--- config.mk ---
export PLATFORM = sky130hd
export DESIGN_NAME = alu_core
export DESIGN_NICKNAME = d
export VERILOG_FILES = /design/src/rtl/alu_pkg.sv /design/src/rtl/alu_ctrl.sv /design/src/rtl/alu_dpath.sv /design/src/rtl/alu_core.sv
export SDC_FILE = /design/constraint.sdc
export NUM_CORES = 1
export LEC_CHECK = 0
export BUFFER_PORTS_ARGS = -buffer_cell sky130_fd_sc_hd__buf_2
export CAP_MARGIN = 20
export CORE_UTILIZATION = 59
export DETAILED_ROUTE_END_ITERATION = 16
export PLACE_DENSITY = 0.83
export SYNTH_ARGS = -nofsm -noshare
export SYNTH_HDL_FRONTEND = slang
export SYNTH_SLANG_ARGS = --single-unit
--- constraint.sdc ---
create_clock -name clk -period 4.1 [get_ports clk]
set_input_delay 0 -clock clk [delete_from_list [all_inputs] [get_ports clk]]
set_output_delay 0 -clock clk [all_outputs]
set_load 0.03 [all_outputs]
--- src/rtl/alu_pkg.sv ---
package alu_pkg;
  localparam int ST_W = 8;
  localparam int ST_C = 0;
  localparam int ST_Z = 1;
  localparam int ST_N = 2;
  localparam int ST_V = 3;
  localparam int ST_S = 4;
  localparam int ST_H = 5;
  localparam int ST_T = 6;
  localparam int ST_I = 7;
  localparam int OP_W = 5;

  typedef enum logic [OP_W-1:0] {
    OP_ADD  = 5'd0,  OP_ADC  = 5'd1,  OP_SUB = 5'd2,  OP_SBC = 5'd3,
    OP_CMP  = 5'd4,  OP_CMPC = 5'd5,  OP_AND = 5'd6,  OP_OR  = 5'd7,
    OP_XOR  = 5'd8,  OP_COM  = 5'd9,  OP_NEG = 5'd10, OP_INC = 5'd11,
    OP_DEC  = 5'd12, OP_LSL  = 5'd13, OP_LSR = 5'd14, OP_ASR = 5'd15,
    OP_ROL  = 5'd16, OP_ROR  = 5'd17, OP_SWAP = 5'd18
  } aluOpE;

  typedef enum logic [2:0] {
    U_NONE, U_ADD, U_SUB, U_LOGIC, U_COM, U_INCDEC, U_SHIFT, U_SWAP
  } unitE;

  typedef enum logic [1:0] { LG_AND, LG_OR, LG_XOR } logicE;

  typedef enum logic [2:0] { SH_LSL, SH_LSR, SH_ASR, SH_ROL, SH_ROR } shiftE;

  typedef struct packed {
    unitE  unitSel;
    logicE logicSel;
    shiftE shiftSel;
    logic  useCarry;
    logic  zeroMinuend;
    logic  incNotDec;
    logic  zChain;
    logic  wrEn;
    logic  updZnvs;
    logic  updC;
    logic  updH;
  } ctrlStrobeT;
endpackage

--- src/rtl/alu_ctrl.sv ---
module alu_ctrl
  import alu_pkg::*;
(
  input  logic [OP_W-1:0] opcode,
  output ctrlStrobeT      strb
);
  always_comb begin
    strb = '0;
    strb.unitSel  = U_NONE;
    strb.logicSel = LG_AND;
    strb.shiftSel = SH_LSL;
    case (aluOpE'(opcode))
      OP_ADD, OP_ADC: begin
        strb.unitSel  = U_ADD;
        strb.useCarry = (aluOpE'(opcode) == OP_ADC);
        strb.wrEn = 1'b1; strb.updZnvs = 1'b1; strb.updC = 1'b1; strb.updH = 1'b1;
      end
      OP_SUB, OP_SBC, OP_CMP, OP_CMPC: begin
        strb.unitSel  = U_SUB;
        strb.useCarry = (aluOpE'(opcode) == OP_SBC) || (aluOpE'(opcode) == OP_CMPC);
        strb.zChain   = strb.useCarry;
        strb.wrEn     = (aluOpE'(opcode) == OP_SUB) || (aluOpE'(opcode) == OP_SBC);
        strb.updZnvs = 1'b1; strb.updC = 1'b1; strb.updH = 1'b1;
      end
      OP_NEG: begin
        strb.unitSel = U_SUB; strb.zeroMinuend = 1'b1;
        strb.wrEn = 1'b1; strb.updZnvs = 1'b1; strb.updC = 1'b1; strb.updH = 1'b1;
      end
      OP_AND, OP_OR, OP_XOR: begin
        strb.unitSel  = U_LOGIC;
        strb.logicSel = (aluOpE'(opcode) == OP_AND) ? LG_AND :
                        (aluOpE'(opcode) == OP_OR)  ? LG_OR : LG_XOR;
        strb.wrEn = 1'b1; strb.updZnvs = 1'b1;
      end
      OP_COM: begin
        strb.unitSel = U_COM;
        strb.wrEn = 1'b1; strb.updZnvs = 1'b1; strb.updC = 1'b1;
      end
      OP_INC, OP_DEC: begin
        strb.unitSel   = U_INCDEC;
        strb.incNotDec = (aluOpE'(opcode) == OP_INC);
        strb.wrEn = 1'b1; strb.updZnvs = 1'b1;
      end
      OP_LSL, OP_LSR, OP_ASR, OP_ROL, OP_ROR: begin
        strb.unitSel = U_SHIFT;
        case (aluOpE'(opcode))
          OP_LSL:  strb.shiftSel = SH_LSL;
          OP_LSR:  strb.shiftSel = SH_LSR;
          OP_ASR:  strb.shiftSel = SH_ASR;
          OP_ROL:  strb.shiftSel = SH_ROL;
          default: strb.shiftSel = SH_ROR;
        endcase
        strb.wrEn = 1'b1; strb.updZnvs = 1'b1; strb.updC = 1'b1;
      end
      OP_SWAP: begin
        strb.unitSel = U_SWAP; strb.wrEn = 1'b1;
      end
      default: ;
    endcase
  end
endmodule

--- src/rtl/alu_dpath.sv ---
module alu_dpath
  import alu_pkg::*;
#(
  parameter int WIDTH = 8
) (
  input  logic             clk,
  input  logic             rstN,
  input  logic             inValid,
  input  ctrlStrobeT       strb,
  input  logic [WIDTH-1:0] opA,
  input  logic [WIDTH-1:0] opB,
  input  logic [ST_W-1:0]  statusIn,
  output logic             resValid,
  output logic [WIDTH-1:0] result,
  output logic             writeEn,
  output logic [ST_W-1:0]  statusOut
);
  localparam int MSB = WIDTH - 1;
  localparam int HB  = WIDTH / 2 - 1;
  localparam logic [WIDTH-1:0] MAX_POS = {1'b0, {MSB{1'b1}}};
  localparam logic [WIDTH-1:0] MIN_NEG = {1'b1, {MSB{1'b0}}};

  logic [WIDTH:0]   sumW, difW;
  logic [WIDTH-1:0] minuend, subtrahend, res;
  logic             cin, cOld, cNew, hNew, vNew, nNew, zNew;
  logic [ST_W-1:0]  stNext;

  always_comb begin
    cOld       = statusIn[ST_C];
    cin        = strb.useCarry & cOld;
    minuend    = strb.zeroMinuend ? '0 : opA;
    subtrahend = strb.zeroMinuend ? opA : opB;
    sumW = {1'b0, opA} + {1'b0, opB} + {{WIDTH{1'b0}}, cin};
    difW = {1'b0, minuend} - {1'b0, subtrahend} - {{WIDTH{1'b0}}, cin};
    res  = '0;
    cNew = cOld;
    hNew = statusIn[ST_H];
    vNew = 1'b0;
    case (strb.unitSel)
      U_ADD: begin
        res  = sumW[MSB:0];
        cNew = sumW[WIDTH];
        hNew = (opA[HB] & opB[HB]) | (opB[HB] & ~res[HB]) | (~res[HB] & opA[HB]);
        vNew = (opA[MSB] & opB[MSB] & ~res[MSB]) | (~opA[MSB] & ~opB[MSB] & res[MSB]);
      end
      U_SUB: begin
        res  = difW[MSB:0];
        cNew = difW[WIDTH];
        hNew = (~minuend[HB] & subtrahend[HB]) | (subtrahend[HB] & res[HB]) |
               (res[HB] & ~minuend[HB]);
        vNew = (minuend[MSB] & ~subtrahend[MSB] & ~res[MSB]) |
               (~minuend[MSB] & subtrahend[MSB] & res[MSB]);
      end
      U_LOGIC: begin
        case (strb.logicSel)
          LG_AND:  res = opA & opB;
          LG_OR:   res = opA | opB;
          default: res = opA ^ opB;
        endcase
      end
      U_COM: begin
        res  = ~opA;
        cNew = 1'b1;
      end
      U_INCDEC: begin
        res  = strb.incNotDec ? opA + 1'b1 : opA - 1'b1;
        vNew = strb.incNotDec ? (opA == MAX_POS) : (opA == MIN_NEG);
      end
      U_SHIFT: begin
        case (strb.shiftSel)
          SH_LSL:  begin res = {opA[MSB-1:0], 1'b0};     cNew = opA[MSB]; end
          SH_LSR:  begin res = {1'b0, opA[MSB:1]};       cNew = opA[0];   end
          SH_ASR:  begin res = {opA[MSB], opA[MSB:1]};   cNew = opA[0];   end
          SH_ROL:  begin res = {opA[MSB-1:0], cOld};     cNew = opA[MSB]; end
          default: begin res = {cOld, opA[MSB:1]};       cNew = opA[0];   end
        endcase
        vNew = res[MSB] ^ cNew;
      end
      U_SWAP: res = {opA[HB:0], opA[MSB:HB+1]};
      default: res = '0;
    endcase
    nNew = res[MSB];
    zNew = (res == '0) & (~strb.zChain | statusIn[ST_Z]);

    stNext = statusIn;
    if (strb.updZnvs) begin
      stNext[ST_Z] = zNew;
      stNext[ST_N] = nNew;
      stNext[ST_V] = vNew;
      stNext[ST_S] = nNew ^ vNew;
    end
    if (strb.updC) stNext[ST_C] = cNew;
    if (strb.updH) stNext[ST_H] = hNew;
  end

  always_ff @(posedge clk) begin
    if (!rstN) begin
      resValid  <= 1'b0;
      result    <= '0;
      writeEn   <= 1'b0;
      statusOut <= '0;
    end else begin
      resValid <= inValid;
      writeEn  <= inValid & strb.wrEn;
      if (inValid) begin
        result    <= res;
        statusOut <= stNext;
      end
    end
  end
endmodule

--- src/rtl/alu_core.sv ---
module alu_core
  import alu_pkg::*;
#(
  parameter int WIDTH = 8
) (
  input  logic             clk,
  input  logic             rstN,
  input  logic             inValid,
  input  logic [OP_W-1:0]  opcode,
  input  logic [WIDTH-1:0] opA,
  input  logic [WIDTH-1:0] opB,
  input  logic [ST_W-1:0]  statusIn,
  output logic             resValid,
  output logic [WIDTH-1:0] result,
  output logic             writeEn,
  output logic [ST_W-1:0]  statusOut
);
  ctrlStrobeT strb;

  alu_ctrl u_ctrl (
    .opcode (opcode),
    .strb   (strb)
  );

  alu_dpath #(.WIDTH(WIDTH)) u_dpath (
    .clk       (clk),
    .rstN      (rstN),
    .inValid   (inValid),
    .strb      (strb),
    .opA       (opA),
    .opB       (opB),
    .statusIn  (statusIn),
    .resValid  (resValid),
    .result    (result),
    .writeEn   (writeEn),
    .statusOut (statusOut)
  );
endmodule

== After elaboration in Yosys (flattened, before gate mapping) ==
Index checks and enable logic that the tools add are counted.
Word-level totals
  flip-flop bits (word level): 18
  output and inout bits: 18
  word-level logic and storage cells: 127
Cells by class
  add/subtract/negate cells: 6
  equality and inequality tests: 31
  muxes and demuxes: 30
  bitwise gates (word level): 39
  reduce and logical (&&, ||, !) cells: 17
Operators by type and width (number)
  $pmux W8 S7: 1
  $eq A5 B4 Y1 const B: 8
  $mux W8: 4
  $pmux W8 S4: 1
  $pmux W3 S7: 1
  $eq A5 B3 Y1 const B: 4
  $reduce_or A18 Y1: 1
  $and A1 B1 Y1: 17
  $pmux W8 S2: 1
  $eq A5 B5 Y1 const B: 3
  $reduce_or A15 Y1: 1
  $reduce_or A13 Y1: 1
  $eq A3 B2 Y1 const B: 4
  $eq A3 B3 Y1 const B: 4
  $pmux W3 S4: 1
  $mux W1: 11
  $eq A5 B2 Y1 const B: 2
  $reduce_or A5 Y1: 2
  $add A8 B8 Y9: 1
  $add A9 B1 Y9: 1
  $not A1 Y1: 9
  $sub A8 B8 Y9: 1
  $sub A9 B1 Y9: 1
  $add A8 B1 Y8 const B: 1
  26 further kinds: 42

== Depth between registers and ports, before layout ==
Gate-level depths: netlist of the first run.
  depth after elaboration: 11
  depth in mapped cells: 17
  depth with buffers taken out: 15

== Cells and area by module ==
Synthesis of the first run repeated with hierarchy kept, for this count alone.
Unflattened totals
  cell total of the unflattened synthesis: 477
  area total of the unflattened synthesis: 3384.5 µm²
By module, submodules not included
  alu_dpath: instances 1, cells each 422, area an instance 3061.7 µm²
  alu_ctrl: instances 1, cells each 55, area an instance 322.8 µm²

== Worst setup path after synthesis of the first run ==
OpenSTA, ideal clock, no wires.
  path kind: in2reg
  from: input opcode[3]
  to: register u_dpath.statusOut[4]
  arrival time: 3176 ps
  required time: 3969 ps
  path slack: 794 ps
  stages: 16
  buffers on the path: 3
  cells stage by stage: buf_2 > clkbuf_1 > nand4_1 > clkbuf_1 > nor2_1 > a21oi_1 > fa_1 > ha_1 > nand2b_1 > a21o_1 > o2111a_1 > o21ba_2 > o21ai_0 > a41oi_1 > a2111oi_2 > a211oi_1
Between the ends
  longest elaborated chain between the ends: 11
Ends and longest elaborated chain
  from (decl): line alu_core.sv:9  | input logic [OP_W-1:0] opcode,
  $eq A5 B4 Y1 (tied with other cells): line alu_ctrl.sv:12  | case (aluOpE'(opcode))
  $mux W1 (tied with other cells): line alu_ctrl.sv:12
  $mux W8 (tied with other cells): line alu_dpath.sv:31  | minuend = strb.zeroMinuend ? '0 : opA;
  $sub A8 B8 Y9 (tied with other cells): line alu_dpath.sv:34  | difW = {1'b0, minuend} - {1'b0, subtrahend} - {{WIDTH{1'b0}}, cin};
  $sub A9 B1 Y9 (tied with other cells): line alu_dpath.sv:34
  $not A1 Y1 (tied with other cells): line alu_dpath.sv:51  | vNew = (minuend[MSB] & ~subtrahend[MSB] & ~res[MSB]) |
  $and A1 B1 Y1 (tied with other cells): line alu_dpath.sv:51
  $or A1 B1 Y1 (tied with other cells): line alu_dpath.sv:51
  $pmux W1 S4: line alu_dpath.sv:39  | case (strb.unitSel)
  $xor A1 B1 Y1: line alu_dpath.sv:90  | stNext[ST_S] = nNew ^ vNew;
  $mux W4 *: line alu_dpath.sv:86  | if (strb.updZnvs) begin
  to (signal assigned): line alu_dpath.sv:107  | statusOut <= stNext;
  to (decl): line alu_dpath.sv:16  | output logic [ST_W-1:0] statusOut
Mark *: on every way between the ends. The rest lies on a longest branch, timed or not. The select of a mux whose other input is x is not followed.
A chain may end at the register's enable or synchronous reset.

== Final worst setup path of the first run ==
  from: input opcode[4]
  to: register u_dpath.statusOut[4]
The elaborated chain is that of the path after synthesis.

==> results of run 1 <==
## state kept, by name, summed over array words and instances, names as in the netlist
register and flops:
u_dpath.resValid 1, u_dpath.result 8, u_dpath.statusOut 8, u_dpath.writeEn 1
## what timing repair did
action	CTS	global route
hold buffers	1	0
hold endpoints to repair	1	0
setup endpoints to repair	0	0
setup buffers	0	0
## logic make-up (layout without fill, tap and decap cells)
| kind of cell | Yosys count | after routing |
|---|---|---|
| adder cells (fa/ha/maj) | 46 | 46 |
| buffers and inverters | 71 | 101 |
| multiplexers | 12 | 12 |
| XOR/XNOR | 15 | 15 |
| AND/OR/NAND/NOR | 153 | 153 |
| flip-flops | 18 | 18 |
| AO/OA/AOI/OAI | 144 | 144 |
## worst register-to-register path: cells and delay by family, from the launching register on
kind            cells  cell delay (ps)
simple gates        1              270
compound gates      1              130
flops               1              300
## path summary, 6_finish.rpt
check,from,end,slack (ps),cells after the start
hold reg to reg,u_dpath.result[2],u_dpath.result[2],480,2
setup reg to reg,u_dpath.result[5],u_dpath.result[5],3300,2
hold / removal,statusIn[6],u_dpath.statusOut[6],7,3
setup / recovery,opcode[4],u_dpath.statusOut[4],780,15
## layer usage
layer  vias up  global-route usage
met5         -                   0
met4         0               0.162
met3        47              0.0500
met2       256               0.617
met1      1761               0.486
li1       1741                   -
## placed cells by master (no fill, tap or decap), types with 7 or more instances in the layout
| cell type | Yosys | final |
|---|---|---|
| dfxtp_1 | 18 | 18 |
| nand3_1 | 15 | 15 |
| inv_1 | 44 | 44 |
| a21oi_1 | 19 | 19 |
| ha_1 | 40 | 40 |
| a21o_1 | 9 | 9 |
| buf_2 | 5 | 49 |
| mux2i_1 | 12 | 12 |
| a211oi_1 | 10 | 10 |
| nor3_1 | 7 | 7 |
| xnor2_1 | 10 | 10 |
| o21a_1 | 7 | 7 |
| o21ai_0 | 34 | 34 |
| nor2_1 | 35 | 35 |
| nand2_1 | 49 | 49 |
## final cells by class
type	instances	share of cell area
Tap cell	70	0.0242
Multi-Input combinational cell	370	0.739
Inverter	45	0.0467
Timing Repair Buffer	52	0.0747
Clock buffer	4	0.0152
Sequential cell	18	0.0997
## power by group
| part | internal, mW | switching (mW) | leakage, nW |
|---|---|---|---|
| Sequential | 0.190 | 0.00606 | 0.149 |
| Clock | 0.0853 | 0.0578 | 0.0288 |
| Combinational | 0.181 | 0.315 | 1.54 |
## stage by stage
| step | instances | cell area [sq um] | worst slack, ps | hold WS, ps | total power, mW |
|---|---|---|---|---|---|
| finish | 559 | 3620 | 785 | 7.23 | 0.835 |
| global route | 559 | 3620 | 483 | 15.4 | 0.886 |
| CTS | 559 | 3620 | 877 | 14.0 | 0.821 |
| detailed placement | 554 | 3550 | 627 | 243 | 0.678 |
| global placement | 554 | 3550 | 720 | 233 | 0.671 |
| floorplan | 459 | 3330 | 794 | 147 | 0.548 |
==> results.json, run 1 <==
{
  "status": "complete, no violations",
  "synthAdderAreaFrac": 0.186,
  "drc_errors": 0,
  "tns_ps": 0,
  "synth.area.top_cells": "ha_1 15%, dfxtp_1 11%, nand2_1 5.5%",
  "yosysTopAreaCellShare": 0.150,
  "cp_slowest_cell": "fa_1",
  "setup_violations": 0,
  "core.rowCount": 26,
  "wl_per_cell_um": 19.6,
  "insertedDiodeCount": 0,
  "finClkSkew_ps": 0,
  "synthFlopType": "dfxtp_1",
  "track_usage": 0.375,
  "muxShareOfSynthArea": 0.0361,
  "antenna_found_initial": 0,
  "vias_per_cell": 6.81,
  "required_ps": 4240,
  "die_x_um": 77.1,
  "cts_root_buf": "clkbuf_8",
  "first_pass_iters": 5,
  "grt_max_degree": 27,
  "crit_family": "compound AO/OA/AOI/OAI gates",
  "top_layer": "met4",
  "leakage_nw": 1.72,
  "wl_met2_um": 4840,
  "clk_latency_ps": 250,
  "tightest_slew_ps": 976,
  "relSlewSlack": 0.333,
  "io_pins": 50,
  "final_max_slew_viol_count": 0,
  "synth_area_leader_cell": "ha_1",
  "multi_input_area_sq_um": 2670,
  "netlist_area_sq_um": 3330,
  "cp_max_fo": 26,
  "port_buffers": 49,
  "max_freq_ghz": 0.302,
  "htree_levels": 1,
  "ant_nets": 0,
  "synth-xor-area-share": 0.0395,
  "yosysMostFrequentCell": "nand2_1",
  "area_growth_pct": 8.61,
  "synth_top_family_by_area": "compound AO/OA/AOI/OAI gates",
  "ff_latch_area_sq_um": 360,
  "ys_seq_area_frac": 0.108,
  "grt_pass1_vias": 3487,
  "worstPathArrival_ps": 3450,
  "synth_nets": 537,
  "first_iter_violations": 313,
  "cts_tree": "yes",
  "cts.sinks": 18,
  "yosys_warnings": 0,
  "final_util": 0.686,
  "synth_compound_area_frac": 0.309,
  "synth.avg_cell_area_sq_um": 7.25,
  "yosysUniqueCellTypes": 69,
  "hpwlAfterDp_um": 8390,
  "post-route-min-period_ps": 3320,
  "path_cells": "buf_2 -> inv_1 -> nand4_1 -> buf_4 -> a21oi_1 -> fa_1 -> ha_1 -> nand2b_1 -> a21o_1 -> o2111a_1 -> o21ba_2 -> o21ai_0 -> a41oi_1 -> a2111oi_2 -> a211oi_1",
  "synth_commonest_cells": "49 x nand2_1, 44 x inv_1, 40 x ha_1, 35 x nor2_1, 34 x o21ai_0",
  "period_share": 0.809,
  "start_util": 0.632,
  "dieHeight_um": 77.1,
  "clock_path_buffers": 2,
  "wl_um": 10900,
  "ir_drop_v": 0.000208,
  "die_area_sq_um": 5950,
  "synthSimpleGateAreaFrac": 0.232,
  "rsz0062_at_grt": "no",
  "cap_violations": 0,
  "route.met3.wl_um": 1180,
  "fill_cells": 479,
  "yosys_register_bits": 18,
  "grt-ovfl-total": 0,
  "grt_first_pass_wirelength_um": 17700,
  "async_reset_ff_frac": 0,
  "hold_viol_final": 0,
  "clk_pin_slew_ps": 70,
  "drive_gt1_frac": 0.137,
  "cts_made_buffers": 3,
  "worstSetupStartpointType": "input pin",
  "vias": 3805,
  "critical_path_class": "input pin to flip-flop",
  "nets": 568,
  "wl_met1_um": 4400,
  "slowest_delay_ps": 460,
  "core_area_sq_um": 5270,
  "crit_path_end_kind": "flip-flop",
  "cts_resized": 0,
  "power_density_nw_per_um2": 231,
  "hp-class": "input pin to flip-flop",
  "synth_edf_count": 0,
  "gp_congestion": 1.01,
  "synth_cells": 459,
  "crit_buf_inv": 3
}
Power figures use the tool's default switching activity.
==> run 2: changes to the inputs <==
- clock period: 4.1 -> 3.35 ns (I/O delays scaled with it)
==> results.json, run 2 (synthesis results as in run 1) <==
{
  "rsz0062_at_grt": "no",
  "tightest_slew_ps": 637,
  "clk_pin_slew_ps": 70,
  "port_buffers": 49,
  "cap_violations": 0,
  "core_area_sq_um": 5270,
  "setup_violations": 0,
  "drc_errors": 0,
  "power_mw": 1.08,
  "power_density_nw_per_um2": 281,
  "die_x_um": 77.1,
  "vias_per_cell": 6.71,
  "finClkSkew_ps": 0,
  "cp_slowest_cell": "a2111oi_0",
  "wl_um": 11800,
  "leakage_nw": 1.86,
  "drive_gt1_frac": 0.188,
  "status": "finished, violations left",
  "grt_first_pass_wirelength_um": 18700,
  "holdWs_ps": -7.57,
  "slowest_delay_ps": 520,
  "cts_root_buf": "clkbuf_8",
  "cts_made_buffers": 3,
  "path_cells": "buf_2 -> buf_4 -> nand2b_1 -> or3_1 -> ha_1 -> a21o_1 -> a211o_1 -> a2111oi_0 -> or3_1 -> a21o_1 -> a41oi_1 -> a2111oi_2 -> a211oi_1",
  "gp_congestion": 0.997,
  "instances_no_fill": 587,
  "r2r-start": "u_dpath.statusOut[1]",
  "crit_buf_inv": 2,
  "vias": 3937,
  "start_util": 0.632,
  "cp_max_fo": 18,
  "area_growth_pct": 15.0,
  "hold_path_depth": 3,
  "nets": 596,
  "period_share": 0.945,
  "io_pins": 50,
  "track_usage": 0.401,
  "cts.sinks": 18,
  "ant_nets": 0,
  "rrSetupSlack_ps": 2520,
  "failed_checks": "hold timing",
  "cts_tree": "yes",
  "dieHeight_um": 77.1,
  "worstReg2RegEnd": "u_dpath.statusOut[1]",
  "post-route-min-period_ps": 3170,
  "grt-ovfl-total": 0,
  "worstPathArrival_ps": 3310,
  "tns_ps": 0,
  "max_freq_ghz": 0.316,
  "reg_top3": "u_dpath.result: 8 flops, u_dpath.statusOut: 8 flops",
  "final_max_slew_viol_count": 0,
  "ir_drop_v": 0.000226,
  "required_ps": 3490,
  "relSlewSlack": 0.572,
  "fill_cells": 472,
  "critical_path_class": "input pin to flip-flop",
  "clk_latency_ps": 260,
  "die_area_sq_um": 5950,
  "final_util": 0.727,
  "core.rowCount": 26,
  "first_iter_violations": 399,
  "worstHoldStart": "statusIn[6]",
  "hp-class": "input pin to flip-flop",
  "hold-path-endpoint": "u_dpath.statusOut[6]",
  "antenna_found_initial": 0,
  "grt_pass1_vias": 3680,
  "layout_common_cells": "49 x nand2_1, 49 x buf_2, 44 x inv_1",
  "crit_path_end_kind": "flip-flop",
  "crit_family": "compound AO/OA/AOI/OAI gates",
  "wl_per_cell_um": 20.0,
  "clock_path_buffers": 2,
  "insertedDiodeCount": 0,
  "dp_cells": 583,
  "hpwlAfterDp_um": 9340,
  "finish.instance_area_sq_um": 3830,
  "first_pass_iters": 5,
  "ff2ff_path_depth": 4,
  "hold_buffers": 0,
  "htree_levels": 1,
  "hold_viol_final": 1,
  "grt_max_degree": 24,
  "dpl-instance-area_sq_um": 3770,
  "worstSetupStartpointType": "input pin"
}
## run 2: changes by cell type in the layout (fill, tap and decap cells not counted), sizes merged
cell,previous run,this run
dlygate4sd3,1,0
buf,51,80
## run 2: power breakdown
group	switching (mW)	internal [mW]	leakage [nW]	total [mW]
clock	0.0805	0.105	0.0288	0.185
sequential	0.00864	0.232	0.149	0.241
combinational	0.403	0.248	1.68	0.651
## run 2: how the worst max path moves through the flow
stage                         start              endpoint  slack, ps  cells past startpoint
after CTS                 opcode[2]  u_dpath.statusOut[4]        240                     15
after global routing      opcode[2]  u_dpath.statusOut[4]          8                     18
after floorplan           opcode[3]  u_dpath.statusOut[4]         40                     16
final                     opcode[4]  u_dpath.statusOut[4]        180                     13
after detailed placement  opcode[4]  u_dpath.statusOut[4]         -4                     13
after global placement    opcode[2]  u_dpath.statusOut[4]         40                     14
## run 2: cell type report
cell class              count  area [sq um]  area share
clock buffers               4          55.1      0.0144
flip-flops and latches     18           360      0.0941
multi-input cells         370          2680       0.700
well taps                  70          87.6      0.0229
repair buffers             80           478       0.125
inverters                  45           169      0.0441
## run 2: through the flow
step | worst slack [ps] | hold WS [ps]
after detailed placement | -4.12 | 264
after floorplan | 43.7 | 147
after CTS | 238 | 0.475
after global placement | 39.0 | 232
after global routing | 7.98 | 20.9
final | 184 | -7.57
## run 2: repair_timing
action | CTS | global route
buffers inserted | 0 | 0
endpoints found under the setup margin | 0 | 1
resized for setup | 0 | 1
## run 2: per-layer routing
metal | global-route usage | up-vias | part of all wire
met2 | 0.648 | 252 | 0.44
met1 | 0.509 | 1840 | 0.40
li1 | - | 1802 | -
met3 | 0.0940 | 43 | 0.11
met4 | 0.164 | 0 | 0.049
met5 | 0 | - | 0
## run 2: worst reg2reg max path, cell delays in order, from the launching register on
cell     delay [ps]
dfxtp_1         340
nand2_1          70
o31ai_1          70
nand2_1         150
o41ai_2          90
